`src/rtl/ddr_ser_pkg.sv`:
```
package ddr_ser_pkg;
  localparam int unsigned ROW_W  = 5;
  localparam int unsigned WORD_W = 2 * ROW_W;
endpackage

```
`src/rtl/ser_shift_row.sv`:
```
module ser_shift_row #(
  parameter int unsigned ROW_W     = ddr_ser_pkg::ROW_W,
  parameter bit          FALL_EDGE = 1'b0
) (
  input  logic             clk_i,
  input  logic             rst_ni,
  input  logic             load_i,
  input  logic [ROW_W-1:0] data_i,
  output logic             head_o
);
  logic [ROW_W-1:0] row_q;
  logic [ROW_W-1:0] row_d;

  // load wins over shift; zeros fill from the tail
  always_comb row_d = load_i ? data_i : {row_q[ROW_W-2:0], 1'b0};

  generate
    if (FALL_EDGE) begin : g_fall
      always_ff @(negedge clk_i or negedge rst_ni) begin
        if (!rst_ni) row_q <= '0;
        else         row_q <= row_d;
      end

      AST_FALL_LOAD_HEAD: assert property (@(negedge clk_i) disable iff (!rst_ni)
        load_i |=> head_o == $past(data_i[ROW_W-1]));
      AST_FALL_DRAIN: assert property (@(negedge clk_i) disable iff (!rst_ni)
        !load_i |=> $countones(row_q) <= $past($countones(row_q)));
    end else begin : g_rise
      always_ff @(posedge clk_i or negedge rst_ni) begin
        if (!rst_ni) row_q <= '0;
        else         row_q <= row_d;
      end

      AST_RISE_LOAD_HEAD: assert property (@(posedge clk_i) disable iff (!rst_ni)
        load_i |=> head_o == $past(data_i[ROW_W-1]));
      AST_RISE_DRAIN: assert property (@(posedge clk_i) disable iff (!rst_ni)
        !load_i |=> $countones(row_q) <= $past($countones(row_q)));
    end
  endgenerate

  assign head_o = row_q[ROW_W-1];
endmodule

```
`src/rtl/ser_fall_stage.sv`:
```
module ser_fall_stage #(
  parameter int unsigned ROW_W = ddr_ser_pkg::ROW_W
) (
  input  logic             clk_i,
  input  logic             rst_ni,
  input  logic             load_i,
  input  logic [ROW_W-1:0] data_i,
  output logic             load_o,
  output logic [ROW_W-1:0] data_o
);
  logic [ROW_W-1:0] stage_q;
  logic             load_q;

  always_ff @(posedge clk_i or negedge rst_ni) begin
    if (!rst_ni) begin
      stage_q <= '0;
      load_q  <= 1'b0;
    end else begin
      load_q <= load_i;
      if (load_i) stage_q <= data_i;
    end
  end

  assign load_o = load_q;
  assign data_o = stage_q;

  AST_STAGE_CAPTURE: assert property (@(posedge clk_i) disable iff (!rst_ni)
    load_i |=> load_o && data_o == $past(data_i));
endmodule

```
`src/rtl/ser_out_mux.sv`:
```
module ser_out_mux (
  input  logic sel_i,
  input  logic row_one_i,
  input  logic row_two_i,
  output logic ser_o
);
  assign ser_o = sel_i ? row_two_i : row_one_i;
endmodule

```
`src/rtl/ddr_row_serializer.sv`:
```
module ddr_row_serializer #(
  parameter int unsigned ROW_W  = ddr_ser_pkg::ROW_W,
  localparam int unsigned WORD_W = 2 * ROW_W
) (
  input  logic              clk_i,
  input  logic              rst_ni,
  input  logic [WORD_W-1:0] word_i,
  input  logic              load_i,
  output logic              ser_o
);
  logic [ROW_W-1:0] odd_half;
  logic [ROW_W-1:0] even_half;
  logic [ROW_W-1:0] even_staged;
  logic             even_load;
  logic             head_one;
  logic             head_two;

  for (genvar k = 0; k < ROW_W; k++) begin : g_split
    assign odd_half[k]  = word_i[2*k+1];
    assign even_half[k] = word_i[2*k];
  end

  ser_shift_row #(.ROW_W(ROW_W), .FALL_EDGE(1'b0)) u_row_one (
    .clk_i (clk_i), .rst_ni(rst_ni), .load_i(load_i),
    .data_i(odd_half), .head_o(head_one)
  );

  ser_fall_stage #(.ROW_W(ROW_W)) u_stage (
    .clk_i (clk_i), .rst_ni(rst_ni), .load_i(load_i), .data_i(even_half),
    .load_o(even_load), .data_o(even_staged)
  );

  ser_shift_row #(.ROW_W(ROW_W), .FALL_EDGE(1'b1)) u_row_two (
    .clk_i (clk_i), .rst_ni(rst_ni), .load_i(even_load),
    .data_i(even_staged), .head_o(head_two)
  );

  // high phase -> select 0 -> row one
  ser_out_mux u_mux (
    .sel_i(~clk_i), .row_one_i(head_one), .row_two_i(head_two), .ser_o(ser_o)
  );

  always @(posedge clk_i) begin
    if (!rst_ni) AST_RESET_QUIET: assert (ser_o == 1'b0);
  end
endmodule

```
`config.mk`:
```
export PLATFORM = sky130hd
export DESIGN_NAME = ddr_row_serializer
export DESIGN_NICKNAME = d
export VERILOG_FILES = /design/src/rtl/ddr_ser_pkg.sv /design/src/rtl/ser_shift_row.sv /design/src/rtl/ser_fall_stage.sv /design/src/rtl/ser_out_mux.sv /design/src/rtl/ddr_row_serializer.sv
export SDC_FILE = /design/constraint.sdc
export NUM_CORES = 1
export LEC_CHECK = 0
export BUFFER_PORTS_ARGS = -buffer_cell sky130_fd_sc_hd__buf_2
export CAP_MARGIN = 30
export CORE_AREA = 5 5 42 44
export DETAILED_ROUTE_END_ITERATION = 10
export DIE_AREA = 0 0 47 49
export PLACE_DENSITY = 0.66
export SYNTH_ARGS = -nofsm -noshare
export SYNTH_HDL_FRONTEND = slang
export SYNTH_HIERARCHICAL = 1
export SYNTH_SLANG_ARGS = --single-unit
export TNS_END_PERCENT = 30
```
`constraint.sdc`:
```
create_clock -name clk_i -period 1.48 [get_ports clk_i]
set_input_delay 0.222 -clock clk_i [delete_from_list [all_inputs] [get_ports clk_i]]
set_output_delay 0.222 -clock clk_i [all_outputs]
set_load 0.02 [all_outputs]
```
---- Word level (Yosys, flattened, before mapping) ----
Index checks and enable logic that the tools add are counted.
word-level totals
  logic and storage cells ................. 7
  output and inout bits ................... 1
  register bits ........................... 16
cells by class
  mux-type cells .......................... 3
operator list
  kind              count
  2-to-1 mux 5 bit  2
  2-to-1 mux 1 bit  1

---- Depth between registers and ports, before layout ----
Gate-level depths: netlist (run 1).
  depth after elaboration ................. 1
  depth in mapped cells ................... 2

---- Hierarchy ----
Netlist (run 1), hierarchy kept.
by module, submodules not included
  module              instances  area each (um^2)  cells an instance  seq. area each (um^2)
  ser_shift_row       2          177.7             10                 125.1
  ser_fall_stage      1          206.4             11                 150.1
  ser_out_mux         1          15.0              1                  0.0
  ddr_row_serializer  1          3.8               1                  0.0

==> results of run 1 <==
==> cell type report <==
class,instances,area [um^2]
Clock buffer,4,33.8
Clock inverter,2,7.51
Fill cell,136,691
Multi-Input combinational cell,16,178
Sequential cell,16,402
Tap cell,16,20.0
Timing Repair Buffer,13,70.1
==> flip-flops by register name, summed over array words and instances (netlist names) <==
name,cells
u_row_one/row_q,5
u_row_two/row_q,5
u_stage/data_o,5
u_stage/load_o,1
==> path summary, 6_finish.rpt <==
path                            slack, ps  depth (start not counted)                            to
worst min-delay path                  170                          2  u_row_one/row_q[0]$_DFF_PN0_
worst max-delay path                 -470                          2                         ser_o
min in group asynchronous             370                          2  u_row_one/row_q[0]$_DFF_PN0_
max in group asynchronous             190                          2  u_row_two/row_q[0]$_DFF_NN0_
worst max register to register       -170                          1  u_row_two/row_q[2]$_DFF_NN0_
worst min register to register        430                          1  u_row_two/row_q[3]$_DFF_NN0_
==> power groups by stage <==
stage | clock (uW) | sequential [uW] | combinational, uW
6_report | 338 | 498 | 75.3
5_1_grt | 376 | 505 | 83.5
4_1_cts | 349 | 499 | 77.0
3_5_place_dp | 90.4 | 507 | 73.5
3_3_place_gp | 90.4 | 503 | 68.6
2_1_floorplan | 77.6 | 500 | 41.9
==> synthesized netlist by cell type (all sizes together) <==
| cell type | count |
|---|---|
| mux2 | 14 |
| dfrtp | 11 |
| dfrtn | 5 |
| and2 | 2 |
| inv | 1 |
==> metrics by stage <==
stage          hold WS (ps)  instances
3_5_place_dp            144         62
3_3_place_gp            131         62
6_report                166         67
4_1_cts                 161         67
5_1_grt                 161         67
2_1_floorplan         -73.6         33
==> kinds of logic (layout without fill, tap and decap cells) <==
| group | count (synthesis) | in the layout |
|---|---|---|
| buffers and inverters | 1 | 19 |
| flip-flops | 16 | 16 |
| multiplexers | 14 | 14 |
| AND/OR/NAND/NOR | 2 | 2 |
==> timing repair <==
action | in CTS | in global routing
resized for setup | 3 | 1
hold buffers | 1 | 0
setup endpoints to repair | 6 | 6
pin swaps | 0 | 0
endpoints found under the hold margin | 11 | 0
==> layer usage <==
| layer | vias to the layer above | wire length [um] | global-route usage [%] |
|---|---|---|---|
| met2 | 10 | 478 | 15.4 |
| li1 | 148 | - | - |
| met3 | 0 | 74 | 4.43 |
| met4 | 0 | 0 | 3.69 |
| met5 | - | 0 | 0 |
| met1 | 154 | 361 | 12.2 |
==> results.cfg, run 1 <==
[routing]
drt-total-wl_um = 914
route.detailed.drc = 0
firstDrtPassIters = 2
avgViaCountPerCell = 4.66
ant_nets = 0
wl_per_cell_um = 13.6
vias = 312
drtIter0Drc = 1

[setup_path]
critPathMaxFanout = 1
r2r-start = u_stage/load_o$_DFF_PN0_
slowest_delay_ps = 330
cp_cell_sequence = mux2_4, buf_6
startpoint = u_row_two/row_q[4]$_DFF_NN0_
crit_arrival_ps = 1730
cp-start-kind = register
path_delay_family = flip-flops
cpMaxStageDelayCell = dfrtn_1
setup.worst_path.class = reg -> out
path_buf_inv = 1
critical_path_required_ps = 1260
end_kind = output port

[pwr]
ir_drop_v = 0.000582
pwr-share-seq_pct = 54.7
p_switching_uw = 216
p_leak_uw = 0.000342
p_sw_share_pct = 23.7
p_int_uw = 695
p_comb_share_pct = 8.3
p_clk_share_pct = 37.1
power_density_mw_per_mm2 = 1280
power.total_uw = 912

[synthesis]
synth_area_leaders = dfrtp_1 47%, mux2_2 25%, dfrtn_1 22%
synth_seq_cells = 16
synth_xor_area_share_pct = 0
synth.largest_area_cell = dfrtp_1
syn_area_per_cell_um2 = 17.6
ys_seq_area_share_pct = 69.0
synthSimpleGateAreaFrac_pct = 2.59
synth_top_area_share_pct = 47.4
synth_nets = 46
synthMuxAreaShare_pct = 27.8
ys.warnings.count = 6
syn_area_um2 = 581
synth_top_family_by_area = multiplexers
ys_types = 6
synthAdderAreaFrac_pct = 0
synth_compound_area_share_pct = 0
syn_inst = 33

[sta]
slew_viol_final = 0
tightest_slew_ps = 347
rsz0062_at_grt = yes
layout_setup_ws_ps = -470
hold_viol_final = 0
setup-violations-final = 5
relSlewSlack_pct = 76.9
finClkSkew_ps = 8.23
timing.setup.tns_ps = -1110

[placement]
place_ws_ps = -192
place.gp.congestion = 0.663
io_buffer_count = 13
placed_area_um2 = 666

[status]
violations = negative setup slack
outcome = finished with violations

[hold_path]
min_from = word_i[1]
hold_class = in -> reg

[clock_tree]
numCtsBuffers = 3
postCtsSetupBuffers = 0
cts_max_path_buffers = 2
clk_latency_ps = 280
clockRootBuffer = clkbuf_4
clk_pin_slew_ps = 90
h-tree-depth = 1
cts_tree = done

[finish]
final_nets = 65
final_cell_mix = 13 x mux2_2, 12 x buf_2, 10 x dfrtp_1, 5 x dfrtn_1, 3 x clkbuf_4
utilization_pct = 50.7
drive_gt1_share_pct = 64.7
final_common_cell = mux2_2
syn2layout_area_growth_pct = 22.4
antennaDiodeCount = 0
finalInstanceArea_um2 = 711

[grt]
grt_start_max_net_pins = 17
overflow = 0
grt_usage_pct = 10.1
grt_pass1_wl_um = 1660
grt_pass1_vias = 410
antenna_found_initial = 0

[floorplan]
die_w_um = 47
die_y_um = 49
start_util_pct = 41.4
coreArea_mm2 = 0.00140
fp.dieArea_mm2 = 0.00230
pin_count = 14
rows = 14

[job]
cap_violations = 0
Power figures use the tool's default switching activity.
==> run 2: changes to the inputs <==
Settings changed: PLACE_DENSITY 0.66 to 0.69, SYNTH_HIERARCHICAL 1 to default.
==> run 2 against run 1 <==
  * The run still ends with negative setup slack left
  * Synthesized cell count unchanged
  * Sequential share of layout area decreased by 4.9 points
  * Final cell count rose by 4.5%
  * Sequential power about the same
  * Clock skew is 5.1 ps higher
  * Combinational power rose by 26%
  * Global-route usage increased by 1.9 points
  * Core utilization increased by 4.8 points
  * Via count rose by 7.7%
  * Largest power group unchanged
  * Highest routed layer unchanged
==> results.cfg, run 2 <==
[status]
outcome = finished with violations
violations = negative setup slack

[finish]
instances_no_fill = 70
final_common_cell = buf_2
final_cell_mix = 12 x buf_2, 10 x mux2_4, 10 x dfrtp_1, 6 x clkbuf_4, 5 x dfrtn_1
final_nets = 68
finalInstanceArea_um2 = 778
drive_gt1_share_pct = 68.5
antennaDiodeCount = 0
syn2layout_area_growth_pct = 26.2

[placement]
dp.cells = 62
io_buffer_count = 13
place.gp.congestion = 0.670
placed_area_um2 = 698
place_ws_ps = -186
dp_hpwl_um = 662

[setup_path]
cpMaxStageDelayCell = dfrtn_1
r2r-start = u_stage.load_o$_DFF_PN0_
crit_arrival_ps = 1860
slowest_delay_ps = 330
reg2reg_to = u_row_two.row_q[3]$_DFF_NN0_
critPathMaxFanout = 1
cp_cell_sequence = mux2_4, buf_6
cp-start-kind = register
end_kind = output port
r2r_slack_ps = -150
critical_path_required_ps = 1260
setup.worst_path.class = reg -> out
rr_worst_depth = 1

[clock_tree]
clk_pin_slew_ps = 90
clk_latency_ps = 400
cts_tree = done

[floorplan]
coreArea_mm2 = 0.00140
fp.dieArea_mm2 = 0.00230
rows = 14
pin_count = 14
die_w_um = 47
die_y_um = 49
start_util_pct = 44.0

[synthesis]
synth_nets = 46
syn_inst = 33
ys_seq_area_share_pct = 64.9
async_flop_share_pct = 100
syn_area_per_cell_um2 = 18.7
ys.warnings.count = 0
synth_top_area_share_pct = 44.6
synth_ff_type = dfrtp_1
synth.largest_area_cell = dfrtp_1
synth.most_common_cell = dfrtp_1
ys_types = 7
synth_seq_cells = 16
synthTopCellsByCount = 11 x dfrtp_1, 9 x mux2_4, 5 x dfrtn_1, 5 x mux2_2
synth_edf_count = 0
synth_area_leaders = dfrtp_1 45%, mux2_4 22%, dfrtn_1 20%
syn_area_um2 = 617

[hold_path]
hold_class = in -> reg
hold_path_depth = 2
worstHoldEndpoint = u_row_one.row_q[0]$_DFF_PN0_
min_from = word_i[1]

[sta]
relSlewSlack_pct = 77.1
setup-violations-final = 5
slew_viol_final = 0
layout_setup_ws_ps = -598
rsz0062_at_grt = yes
tightest_slew_ps = 343
finClkSkew_ps = 13.4
hold_viol_final = 0

[grt]
use_met2_pct = 16.3
grt_pass1_wl_um = 1830
grt_usage_pct = 12.0
grt_pass1_vias = 446
use_met1_pct = 12.5
met3_usage_pct = 8.12
grt_start_max_net_pins = 17
grt-busiest-layer = met2
antenna_found_initial = 0
overflow = 0

[routing]
drtIter0Drc = 0
vias = 336
ant_nets = 0
drt-total-wl_um = 946
avgViaCountPerCell = 4.80
firstDrtPassIters = 1
wl_per_cell_um = 13.5
route.detailed.drc = 0

[pwr]
power_density_mw_per_mm2 = 1400
ir_drop_v = 0.000796
p_leak_uw = 0.000393

[job]
cap_violations = 0
==> run 2: changes by cell type in the layout (fill, tap and decap cells not counted) <==
cell	change
clkbuf_8	+1
inv_1	-2
mux2_4	+9
clkbuf_4	+3
mux2_2	-9
and2_4	-1
and2_1	+1
buf_4	+1
==> run 2: metrics by stage <==
stage          utilization (%)  setup TNS (ps)  power (uW)  hold slack (ps)
3_5_place_dp              49.8            -908         663              144
4_1_cts                   55.4           -1410        1110             45.5
2_1_floorplan                -            -653         613            -73.6
3_3_place_gp              49.8            -875         656              132
5_1_grt                   55.5           -1410        1150             42.7
6_report                  55.5           -1190        1090             57.5
==> run 2: worst max-delay path by stage <==
stage / startpoint / to / slack, ps / cells past startpoint
after floorplan: u_stage.load_o$_DFF_PN0_ / u_row_two.row_q[1]$_DFF_NN0_ / -140 / 1
after global placement: u_row_two.row_q[4]$_DFF_NN0_ / ser_o / -180 / 2
after detailed placement: u_stage.load_o$_DFF_PN0_ / u_row_two.row_q[2]$_DFF_NN0_ / -190 / 1
after CTS: u_row_two.row_q[4]$_DFF_NN0_ / ser_o / -610 / 2
after global routing: u_row_two.row_q[4]$_DFF_NN0_ / ser_o / -640 / 2
final: u_row_two.row_q[4]$_DFF_NN0_ / ser_o / -600 / 2
==> run 2: report_power, final <==
part / internal [uW] / switching, uW / total (uW)
sequential: 481 / 15.9 / 497
clock: 303 / 192 / 496
combinational: 64.6 / 30.6 / 95.2
==> run 2: per-layer routing <==
metal	vias up	routed length, um
met5	-	0
met4	0	0
met3	0	85
met2	13	509
met1	168	351
li1	155	-
==> run 2: logic make-up (layout without fill, tap and decap cells) <==
group	count (synthesis)	count (layout)	share of synthesized area [%]
simple gates	2	2	2.23
flops	16	16	64.9
mux	14	14	31.0
buf+inv	1	22	1.83
==> run 2: final cells by class <==
class	count	area, um^2
fill	130	623
sequential	16	402
multi-input combinational	16	209
timing repair buffer	14	77.6
clock buffer	8	70.1
tap	16	20.0
==> run 2: repair_timing <==
item | in CTS | in global routing
buffers inserted | 0 | 0
setup endpoints to repair | 6 | 6
hold buffers | 1 | 0
gates resized for setup | 3 | 1
endpoints found under the hold margin | 11 | 0
==> run 2: worst max-delay path, delay by kind of cell, from the launching register on <==
kind | cells | cell delay (ps)
buffers and inverters | 1 | 130
flip-flops | 1 | 330
multiplexers | 1 | 270
==> run 3: changes to the inputs <==
Settings changed: PLACE_DENSITY 0.69 to 0.78, REMOVE_ABC_BUFFERS from default to 1.
==> run 3 against run 2 <==
  * The run still ends with negative setup slack left
  * Flip-flop and latch count unchanged
  * Die area unchanged
  * Final cell count increased by 1.4%
  * First-iteration DRC count unchanged
==> results.cfg, run 3 (synthesized netlist as in run 2, its figures left out) <==
[finish]
syn2layout_area_growth_pct = 27.2
antennaDiodeCount = 0
multi_input_area_um2 = 209
final_cell_mix = 12 x buf_2, 11 x dfrtp_1, 10 x mux2_4, 6 x clkbuf_4, 5 x dfrtn_1
final_common_cell = buf_2
area.sequential_um2 = 400
nFillCells = 135
instances_no_fill = 71
drive_gt1_share_pct = 67.3
final_nets = 69

[setup_path]
crit_arrival_ps = 1870
r2r_slack_ps = -190
critical_path_required_ps = 1260
rr_worst_depth = 1
cp-start-kind = register
setup.worst_path.class = reg -> out
reg2reg_to = u_row_two.row_q[4]$_DFF_NN0_
r2r-start = u_stage.load_o$_DFF_PN0_
critPathMaxFanout = 1
end_kind = output port

[floorplan]
rows = 14
start_util_pct = 44.0
coreArea_mm2 = 0.00140
die_w_um = 47
die_y_um = 49
pin_count = 14
fp.dieArea_mm2 = 0.00230

[status]
outcome = finished with violations
violations = negative setup slack

[clock_tree]
clk_latency_ps = 400
cts_tree = done
clk_pin_slew_ps = 90

[placement]
place.gp.congestion = 0.678
io_buffer_count = 13
dp.cells = 63

[sta]
rsz0062_at_grt = yes
hold_ws_ps = 60.2
relSlewSlack_pct = 79.1
layout_setup_ws_ps = -611
hold_viol_final = 0
timing.setup.tns_ps = -1370
setup-violations-final = 5
tightest_slew_ps = 313
slew_viol_final = 0
finClkSkew_ps = 13.2

[grt]
use_met2_pct = 11.8
grt-busiest-layer = met1
use_met1_pct = 13.4
grt_start_max_net_pins = 12
grt_usage_pct = 11.4
antenna_found_initial = 0
met3_usage_pct = 9.23
overflow = 0
grt_pass1_wl_um = 1660
grt_pass1_vias = 405

[routing]
route.detailed.drc = 0
drtIter0Drc = 0
ant_nets = 0
wl_per_cell_um = 13.6
vias = 337
avgViaCountPerCell = 4.75
firstDrtPassIters = 1
drt-total-wl_um = 963

[job]
cap_violations = 0

[hold_path]
min_from = word_i[0]
hold_class = in -> reg
hold_path_depth = 2
worstHoldEndpoint = u_stage.data_o[0]$_DFFE_PN0P_

[pwr]
power_density_mw_per_mm2 = 1400
p_leak_uw = 0.000398
power.total_uw = 1100
ir_drop_v = 0.000706
## run 3: timing repair
item	CTS	global route
gates cloned	0	0
hold buffers	1	0
resized for setup	3	0
hold endpoints to repair	11	0
setup buffers	0	0
endpoints found under the setup margin	6	6
## run 3: how the worst max path moves through the flow
stage | startpoint | to | slack, ps
floorplan | u_stage.load_o$_DFF_PN0_ | u_row_two.row_q[1]$_DFF_NN0_ | -140
global placement | u_row_two.row_q[4]$_DFF_NN0_ | ser_o | -190
detailed placement | u_stage.load_o$_DFF_PN0_ | u_row_two.row_q[4]$_DFF_NN0_ | -190
CTS | u_row_two.row_q[4]$_DFF_NN0_ | ser_o | -610
global route | u_row_two.row_q[4]$_DFF_NN0_ | ser_o | -660
finish | u_row_two.row_q[4]$_DFF_NN0_ | ser_o | -610
## run 3: through the flow
step                      instance area [um^2]  util [%]  worst slack (ps)
after floorplan                            606         -              -141
after global placement                     706      50.4              -186
after detailed placement                   706      50.4              -189
after CTS                                  785      56.0              -611
after global routing                       785      56.0              -662
final                                      785      56.0              -611
## run 3: where the power goes
group / leakage [uW] / switching, uW / internal, uW
combinational: 0.000158 / 30.8 / 66.3
clock: 0.0000491 / 200 / 304
sequential: 0.000192 / 17.1 / 481
## run 3: layout make-up
type / instances / area share [%]
Tap cell: 16 / 2.55
Sequential cell: 16 / 51.0
Timing Repair Buffer: 15 / 10.8
Multi-Input combinational cell: 16 / 26.6
Clock buffer: 8 / 8.93
## run 3: layer usage
layer  part of all wire, %  routed length, um  vias up
li1                      -                  -      156
met1                    44                424      165
met2                    46                441       14
met3                   8.2                 79        2
met4                   1.9                 18        0
met5                     0                  0        -
## run 3: worst max-delay path, stage by stage, from the launching register on
cell and delay, ps:
dfrtn_1 330, mux2_4 270, buf_6 130
